[src/rtl/tsi_host_pkg.sv]
package tsi_host_pkg;
  localparam int unsigned REG_W    = 8;
  localparam int unsigned STREAM_W = 3;
  localparam int unsigned CH_W     = 5;
  localparam int unsigned IDX_W    = STREAM_W + CH_W;
  localparam int unsigned ADDR_W   = CH_W + 1;
  localparam int unsigned CMH_W    = 3;

  typedef enum logic [1:0] {
    SEL_NONE = 2'b00,
    SEL_DM   = 2'b01,
    SEL_CML  = 2'b10,
    SEL_CMH  = 2'b11
  } mem_sel_e;

  typedef enum logic [2:0] {
    SRC_ZERO,
    SRC_CTRL,
    SRC_DM,
    SRC_CML,
    SRC_CMH
  } rd_src_e;

  typedef struct packed {
    logic                split;
    logic                msg;
    logic                spare;
    mem_sel_e            sel;
    logic [STREAM_W-1:0] stream;
  } mode_t;

  localparam logic [REG_W-1:0] SPARE_MASK = 8'h20;
endpackage

[src/rtl/tsi_mode_reg.sv]
module tsi_mode_reg
  import tsi_host_pkg::*;
(
  input  logic             clk_i,
  input  logic             rst_ni,
  input  logic             we_i,
  input  logic [REG_W-1:0] wdata_i,
  output mode_t            mode_o
);
  mode_t mode_q;

  always_ff @(posedge clk_i or negedge rst_ni) begin
    if (!rst_ni)   mode_q <= mode_t'('0);
    else if (we_i) mode_q <= mode_t'(wdata_i & ~SPARE_MASK);
  end

  assign mode_o = mode_q;
endmodule

[src/rtl/tsi_access_decode.sv]
module tsi_access_decode
  import tsi_host_pkg::*;
(
  input  logic              req_i,
  input  logic              we_i,
  input  logic [ADDR_W-1:0] addr_i,
  input  mode_t             mode_i,
  output logic              mode_we_o,
  output logic [IDX_W-1:0]  idx_o,
  output logic              dm_re_o,
  output logic              cm_re_o,
  output logic              cml_we_o,
  output logic              cmh_we_o,
  output rd_src_e           rd_src_o
);
  logic     reg_hit, mem_op;
  mem_sel_e rd_sel, wr_sel;

  always_comb begin
    reg_hit   = addr_i[ADDR_W-1];
    mem_op    = req_i && !reg_hit;
    idx_o     = {mode_i.stream, addr_i[CH_W-1:0]};
    // split mode overrides the select code for both directions
    rd_sel    = mode_i.split ? SEL_DM  : mode_i.sel;
    wr_sel    = mode_i.split ? SEL_CML : mode_i.sel;
    mode_we_o = req_i && we_i && reg_hit;
    dm_re_o   = mem_op && !we_i && (rd_sel == SEL_DM);
    cm_re_o   = mem_op && !we_i;
    cml_we_o  = mem_op && we_i && (wr_sel == SEL_CML);
    cmh_we_o  = mem_op && we_i && (wr_sel == SEL_CMH);
    if (reg_hit) rd_src_o = SRC_CTRL;
    else begin
      unique case (rd_sel)
        SEL_DM:  rd_src_o = SRC_DM;
        SEL_CML: rd_src_o = SRC_CML;
        SEL_CMH: rd_src_o = SRC_CMH;
        default: rd_src_o = SRC_ZERO;
      endcase
    end
  end
endmodule

[src/rtl/tsi_conn_ram.sv]
module tsi_conn_ram #(
  parameter int unsigned WIDTH = 8,
  parameter int unsigned IDX_W = 8,
  localparam int unsigned DEPTH = 1 << IDX_W
) (
  input  logic             clk_i,
  input  logic             h_we_i,
  input  logic             h_re_i,
  input  logic [IDX_W-1:0] h_idx_i,
  input  logic [WIDTH-1:0] h_wdata_i,
  output logic [WIDTH-1:0] h_rdata_o,
  input  logic [IDX_W-1:0] s_idx_i,
  output logic [WIDTH-1:0] s_rdata_o
);
  logic [WIDTH-1:0] mem_q [DEPTH];
  logic [WIDTH-1:0] h_rd_q, s_rd_q;

  always_ff @(posedge clk_i) begin
    if (h_we_i) mem_q[h_idx_i] <= h_wdata_i;
    if (h_re_i) h_rd_q <= mem_q[h_idx_i];
    s_rd_q <= mem_q[s_idx_i];
  end

  assign h_rdata_o = h_rd_q;
  assign s_rdata_o = s_rd_q;
endmodule

[src/rtl/tsi_read_mux.sv]
module tsi_read_mux
  import tsi_host_pkg::*;
(
  input  rd_src_e          src_i,
  input  mode_t            mode_i,
  input  logic [REG_W-1:0] dm_i,
  input  logic [REG_W-1:0] cml_i,
  input  logic [CMH_W-1:0] cmh_i,
  output logic [REG_W-1:0] rdata_o
);
  logic [REG_W-1:0] cmh_ext;

  // connection-high has no storage above its low bits
  generate
    if (CMH_W < REG_W) begin : g_pad
      assign cmh_ext = {{(REG_W-CMH_W){1'b0}}, cmh_i};
    end else begin : g_full
      assign cmh_ext = cmh_i[REG_W-1:0];
    end
  endgenerate

  always_comb begin
    unique case (src_i)
      SRC_CTRL: rdata_o = REG_W'(mode_i) & ~SPARE_MASK;
      SRC_DM:   rdata_o = dm_i;
      SRC_CML:  rdata_o = cml_i;
      SRC_CMH:  rdata_o = cmh_ext;
      default:  rdata_o = '0;
    endcase
  end
endmodule

[src/rtl/tsi_host_port.sv]
module tsi_host_port
  import tsi_host_pkg::*;
(
  input  logic              clk_i,
  input  logic              rst_ni,
  input  logic              req_i,
  input  logic              we_i,
  input  logic [ADDR_W-1:0] addr_i,
  input  logic [REG_W-1:0]  wdata_i,
  output logic [REG_W-1:0]  rdata_o,
  output logic              ack_o,
  output logic              msg_mode_o,
  output logic              dm_re_o,
  output logic [IDX_W-1:0]  dm_addr_o,
  input  logic [REG_W-1:0]  dm_rdata_i,
  input  logic [IDX_W-1:0]  sw_addr_i,
  output logic [REG_W-1:0]  sw_cml_o,
  output logic [CMH_W-1:0]  sw_cmh_o
);
  mode_t            mode;
  logic             mode_we, dm_re, cm_re, cml_we, cmh_we;
  logic [IDX_W-1:0] idx;
  rd_src_e          rd_src, rd_src_q;
  logic             ack_q;
  logic [REG_W-1:0] dm_q, cml_rd;
  logic [CMH_W-1:0] cmh_rd;

  tsi_mode_reg u_mode (
    .clk_i   (clk_i),
    .rst_ni  (rst_ni),
    .we_i    (mode_we),
    .wdata_i (wdata_i),
    .mode_o  (mode)
  );

  tsi_access_decode u_dec (
    .req_i     (req_i),
    .we_i      (we_i),
    .addr_i    (addr_i),
    .mode_i    (mode),
    .mode_we_o (mode_we),
    .idx_o     (idx),
    .dm_re_o   (dm_re),
    .cm_re_o   (cm_re),
    .cml_we_o  (cml_we),
    .cmh_we_o  (cmh_we),
    .rd_src_o  (rd_src)
  );

  tsi_conn_ram #(.WIDTH(REG_W), .IDX_W(IDX_W)) u_cml (
    .clk_i     (clk_i),
    .h_we_i    (cml_we),
    .h_re_i    (cm_re),
    .h_idx_i   (idx),
    .h_wdata_i (wdata_i),
    .h_rdata_o (cml_rd),
    .s_idx_i   (sw_addr_i),
    .s_rdata_o (sw_cml_o)
  );

  tsi_conn_ram #(.WIDTH(CMH_W), .IDX_W(IDX_W)) u_cmh (
    .clk_i     (clk_i),
    .h_we_i    (cmh_we),
    .h_re_i    (cm_re),
    .h_idx_i   (idx),
    .h_wdata_i (wdata_i[CMH_W-1:0]),
    .h_rdata_o (cmh_rd),
    .s_idx_i   (sw_addr_i),
    .s_rdata_o (sw_cmh_o)
  );

  always_ff @(posedge clk_i or negedge rst_ni) begin
    if (!rst_ni) begin
      ack_q    <= 1'b0;
      rd_src_q <= SRC_ZERO;
      dm_q     <= '0;
    end else begin
      ack_q    <= req_i;
      rd_src_q <= (req_i && !we_i) ? rd_src : SRC_ZERO;
      if (dm_re) dm_q <= dm_rdata_i;
    end
  end

  tsi_read_mux u_mux (
    .src_i   (rd_src_q),
    .mode_i  (mode),
    .dm_i    (dm_q),
    .cml_i   (cml_rd),
    .cmh_i   (cmh_rd),
    .rdata_o (rdata_o)
  );

  assign ack_o      = ack_q;
  assign msg_mode_o = mode.msg;
  assign dm_re_o    = dm_re;
  assign dm_addr_o  = idx;
endmodule

[config.mk]
export PLATFORM = sky130hd
export DESIGN_NAME = tsi_host_port
export DESIGN_NICKNAME = d
export VERILOG_FILES = /design/src/rtl/tsi_host_pkg.sv /design/src/rtl/tsi_mode_reg.sv /design/src/rtl/tsi_access_decode.sv /design/src/rtl/tsi_conn_ram.sv /design/src/rtl/tsi_read_mux.sv /design/src/rtl/tsi_host_port.sv
export SDC_FILE = /design/constraint.sdc
export NUM_CORES = 2
export LEC_CHECK = 0
export ABC_AREA = 0
export BUFFER_PORTS_ARGS = -buffer_cell sky130_fd_sc_hd__buf_2
export CORE_MARGIN = 1.5
export CORE_UTILIZATION = 55
export CTS_BUF_LIST = sky130_fd_sc_hd__clkbuf_4 sky130_fd_sc_hd__clkbuf_8 sky130_fd_sc_hd__clkbuf_16
export CTS_CLUSTER_SIZE = 24
export DETAILED_ROUTE_END_ITERATION = 8
export PLACE_DENSITY = 0.77
export SLEW_MARGIN = 20
export SYNTH_ARGS = -nofsm -noshare
export SYNTH_HDL_FRONTEND = slang
export SYNTH_SLANG_ARGS = --single-unit
[constraint.sdc]
create_clock -name clk_i -period 4.08 [get_ports clk_i]
set_clock_uncertainty 0.05 [all_clocks]
set_input_delay 0.204 -clock clk_i [delete_from_list [all_inputs] [get_ports clk_i]]
set_output_delay 0.204 -clock clk_i [all_outputs]
set_load 0.02 [all_outputs]
# ---- Yosys cells after proc, flatten, opt, wreduce, memory -nomap -nowiden
# Memories as Yosys holds them, arrays and structs flattened. A register that Yosys moved wholly into a read port is not among the register bits.
# Cells that the tools add are included.
dict set report op_classes {
  n_eq_ne 9
  n_mux 10
  reduce_logical 11
}
# cell n
set ops {}
lappend ops {{one-hot mux 8 bit (4 select lines)} 1}
lappend ops {{logical AND 1 bit} 9}
lappend ops {{one-hot mux 3 bit (3 select lines)} 1}
lappend ops {{== test 2 bit (second input constant)} 4}
lappend ops {{== test 3 x 2 -> 1 bit (second input constant)} 2}
lappend ops {{two-way mux 3 bit} 2}
lappend ops {{two-way mux 1 bit} 4}
lappend ops {{two-way mux 2 bit} 2}
lappend ops {{== test 3 x 1 -> 1 bit (second input constant)} 1}
lappend ops {{== test 3 bit (second input constant)} 1}
lappend ops {{== test 2 x 1 -> 1 bit (second input constant)} 1}
lappend ops {{zero test 1 bit} 2}
dict set report word_totals {
  register_bits 19
  ram_bits 2816
  elab_cells 39
  n_memories 2
}
# memory depth width read_ports rd_ports_with_merged_regs write_ports line
set memory_table {}
lappend memory_table {u_cml.mem_q 256 8 2 2 1 tsi_conn_ram.sv:15} ;# logic [WIDTH-1:0] mem_q [DEPTH];
lappend memory_table {u_cmh.mem_q 256 3 2 2 1 tsi_conn_ram.sv:15}

# ---- Depth between registers and ports, before layout
dict set report depth {
  ltp_word 6
  ltp_mapped 12
}

# ---- Cells and area by module
# Synthesis repeated with hierarchy kept, for this count alone.
dict set report hier_totals {
  hier_cells 6960
  area_unflattened_um2 134845.6
}
# mod instances cells_each area_per_inst_um2 seq_area_each_um2
set modules_own_cells {}
lappend modules_own_cells {{tsi_conn_ram at u_cml} 1 4820 96284.8 61899.4}
lappend modules_own_cells {{tsi_conn_ram at u_cmh} 1 2041 37314.5 23212.3}
lappend modules_own_cells {tsi_host_port 1 24 457.9 300.3}
lappend modules_own_cells {tsi_mode_reg 1 17 302.8 175.2}
lappend modules_own_cells {tsi_read_mux 1 31 276.5 0.0}
lappend modules_own_cells {tsi_access_decode 1 27 209.0 0.0}

# ---- Worst setup path before layout
# No wires, ideal clock.
dict set report synth_timing {
  path_kind {reg-to-reg}
  startpoint {reg u_mode.mode_q (netlist bit u_mode.mode_o[1])}
  endpoint {mem u_cml.mem_q[226][0], enable pin}
  setup_time_ns 0.370
  t_arrival_ns 2.388
  required_time_ns 3.660
  path_slack_ns 1.272
  path_stages_with_launch 8
  path_buffers 3
  path_cell_list {dfrtp_1 -> clkbuf_1 -> clkbuf_1 -> nand2_1 -> nor2_1 -> nand2_1 -> clkbuf_1 -> nor2_1}
}
# item line
set synth_rtl {}
lappend synth_rtl {{from (decl)} tsi_mode_reg.sv:10} ;# mode_t mode_q;
lappend synth_rtl {{from (signal assigned)} tsi_mode_reg.sv:13} ;# if (!rst_ni) mode_q <= mode_t'('0);
lappend synth_rtl {{from (signal assigned)} tsi_mode_reg.sv:14} ;# else if (we_i) mode_q <= mode_t'(wdata_i & ~SPARE_MASK);
lappend synth_rtl {{to (decl)} tsi_conn_ram.sv:15}
# No word-level cell before the write port.

# ---- Final worst setup path
dict set report layout_timing {
  startpoint {reg u_mode.mode_q (netlist bit u_mode.mode_o[2])}
  endpoint {mem u_cml.mem_q[191][3], enable pin}
}
# No word-level cell before the write port.

==> metrics.csv <==
stage,metric,value,unit
die,boundaryPins,64,
sta,setup_viol,0,
cells_and_area,layout_common_cells,"edfxtp_1 (2827), mux4_2 (1401), buf_4 (644)",
routing,wirelength,444.4,mm
die,start_util,0.5548,
critical_path,rrSetupSlack,190,ps
die,dieArea,246300,µm²
logic_synthesis,synth-edff-count,2827,
critical_path,path_class,reg -> reg,
die,core,241200,µm²
routing,via_count,83435,
global_route,antenna_found_initial,47,
global_route,grt_max_degree,148,
die,die_x,496.3,µm
clock_network,tritoncts,done,
cells_and_area,area_growth_syn_to_layout,13.98,%
logic_synthesis,yosys.area_share.simple,0.02973,
cells_and_area,nNetsFinal,7472,
sta,setup_tns,0,ps
global_route,grt_pass1_vias,81792,
global_route,track_usage,0.3608,
critical_path,cp-start-kind,register,
clock_network,cts_sinks,2857,
run,max_cap_violations,0,
sta,slew_headroom,0.1495,
logic_synthesis,synthXorXnorAreaFrac,0,
min_path,hold_start,addr_i[2],
logic_synthesis,synth_top_family_by_area,multiplexers,
sta,finalHoldViolCount,0,
min_path,hp-class,in -> reg,
logic_synthesis,ys_types,58,
critical_path,cp.required,4670,ps
logic_synthesis,syn_inst,6876,
logic_synthesis,ys_warn_count,0,
critical_path,critPathBufInv,4,
critical_path,path_delay_family,simple AND/OR/NAND/NOR gates,
sta,finalCritPeriodShare,0.9529,
logic_synthesis,synthTopCellsByArea,"edfxtp_1 (63%), mux4_2 (24%), mux2i_1 (3.3%)",
routing,drc,0,
sta,report.final.slew_viol_count,0,
critical_path,path_max_fanout,14,
critical_path,cp-end-kind,register,
critical_path,crit_path_cell_trace,"buf_4, nand2b_1, nor2_1, buf_4, nand2_1, buf_4, nor2_1, buf_4",
placed_design,io_buffers,63,
cells_and_area,layout_commonest_cell,edfxtp_1,
clock_network,cts.path.max_buffers,4,
routing,drt_iter0_drc,15459,
logic_synthesis,ys.flop_type,edfxtp_1,
critical_path,crit_path_max_incr_delay,970,ps
routing,final_antenna_net_count,0,
sta,rsz0062_at_grt,no,
clock_network,cts_made_buffers,310,
cells_and_area,drive_above_1_share,0.3622,
logic_synthesis,synth-seq-cells,2857,
critical_path,r2r_start,u_mode.mode_o[2],
global_route,grt_pass1_wl,617.8,mm
min_path,min_path_cells,4,
logic_synthesis,synth_compound_area_frac,0.03450,
sta,fmaxAchievable,0.2572,GHz
sta,period_minus_slack,3888,ps
run_status,outcome,completed,
clock_network,cts-root-buf,clkbuf_16,
critical_path,critPathMostFrequentCell,buf_4,
power,power_density,437.1,nW/µm²
routing,dr.pass1.iters,7,
die,rows,180,
cells_and_area,fill_cells,15714,
critical_path,cp_slowest_cell,dfrtp_1,
logic_synthesis,synth.area.mux_share,0.2722,
power,power.leakage,49.23,nW
sta,hold_ws,173.7,ps
power,ir_worst_vdd,0.0004144,V
logic_synthesis,async_flop_share,0.006650,
critical_path,reg2reg_depth,8,
critical_path,worstReg2RegEnd,u_cml.mem_q[191][3],
logic_synthesis,syn_nets,6913,
logic_synthesis,syn_area_per_cell,19.46,µm²
clock_network,htree_levels,5,
routing,vias_per_cell,7.682,
clock_network,cts.clk_slew.worst_paths,60,ps
logic_synthesis,synth_fa_ha_area_frac,0.0002805,
global_route,overflow,0,
logic_synthesis,synth_top_area_frac,0.6344,
die,die_h,496.3,µm
logic_synthesis,yosysSeqAreaShare,0.6396,
routing,wl_per_cell,40.92,µm
clock_network,insertion_delay,960,ps
min_path,worstHoldEndpoint,u_cml.h_rdata_o[1],
sta,worst_pin_slew,1276,ps
placed_design,dp_hpwl,294.5,mm
critical_path,cp.arrival,4480,ps
logic_synthesis,synth_top_area_cell,edfxtp_1,
placed_design,gp_congestion,1.007,
logic_synthesis,synth_area,133800,µm²
-- final cells by class --
type / count / area [µm²] / area share
flip-flops and latches: 2857 / 85590 / 0.5611
multi-input cells: 3425 / 45390 / 0.2976
clock buffers: 383 / 8541 / 0.05599
repair buffers: 835 / 7569 / 0.04962
well taps: 3185 / 3985 / 0.02613
clock inverters: 145 / 1359 / 0.008909
diodes: 25 / 62.56 / 0.0004102
inverters: 6 / 37.54 / 0.0002461
-- power by group --
group	leakage, nW	internal, mW	switching (mW)
clock network	4.97	16.4	11.4
registers	25.7	32.3	0.151
logic	18.5	2.35	3.95
-- metrics by stage --
stage,std cells,util,instance area (µm²),power (mW),setup WS [ps]
after detailed placement,10277,0.5897,142200,39.11,91.02
after global placement,10277,0.5897,142200,39.04,85.62
after CTS,10836,0.6321,152500,66.38,370.9
after global routing,10842,0.6322,152500,67.70,192.8
after floorplan,6876,-,133800,36.24,1272
final,10861,0.6323,152500,66.66,192.3
-- per-layer routing --
layer,vias up,global-route usage,routed length [µm]
met1,42816,0.4590,141400
met4,42,0.2247,33590
met2,8095,0.5292,198000
met5,-,0,297
li1,30762,-,-
met3,1720,0.1339,71060
-- worst max path at each step --
stage	startpoint	to	slack [ps]	cells after the start
floorplan	u_mode.mode_o[1]	u_cml.mem_q[226][0]	1270	7
global placement	sw_addr_i[0]	u_cml.s_rdata_o[1]	90	9
detailed placement	addr_i[0]	u_cml.h_rdata_o[1]	90	8
CTS	u_mode.mode_o[2]	u_cml.mem_q[151][7]	370	6
global route	u_mode.mode_o[2]	u_cml.mem_q[191][3]	190	8
finish	u_mode.mode_o[2]	u_cml.mem_q[191][3]	190	8
-- synth_stat cells (all sizes together) (20+ instances only) --
master and number:
nor3 34, a221oi 20, a21oi 42, mux4 1401, mux2 36, nor4 46
edfxtp 2827, o22ai 119, buf 346, o221ai 161, clkbuf 242, mux2i 446
a211oi 70, a22o 37, a22oi 109, nor2 540, nand2 189, nor2b 29
-- worst register-to-register path: stages (launching register included) --
cell	delay, ps
dfrtp_1	970
buf_4	380
nand2b_1	110
nor2_1	700
buf_4	240
nand2_1	310
buf_4	320
nor2_1	250
buf_4	230
-- state kept, by name, indices dropped and copies added (netlist names) --
name and flops:
dm_q 8, u_cml.h_rdata_o 8, ack_o 1, u_cml.mem_q 2048, rd_src_q 3, u_mode.mode_o 7, u_cmh.s_rdata_o 3, u_cmh.mem_q 768
u_cmh.h_rdata_o 3, u_cml.s_rdata_o 8
-- cell families (layout without fill, tap and decap cells) --
logic type	after synthesis	count (layout)
adder cells (fa/ha/maj)	3	3
flip-flops	2857	2857
AO/OA/AOI/OAI	613	613
buffers and inverters	594	1369
other	0	25
AND/OR/NAND/NOR	926	926
multiplexers	1883	1883
-- what timing repair did --
item,in CTS,in global routing
buffers inserted,0,0
gates resized for setup,0,0
hold buffers,31,0
hold endpoints to repair,729,0
No activity file was read; power rests on OpenSTA's default activity.
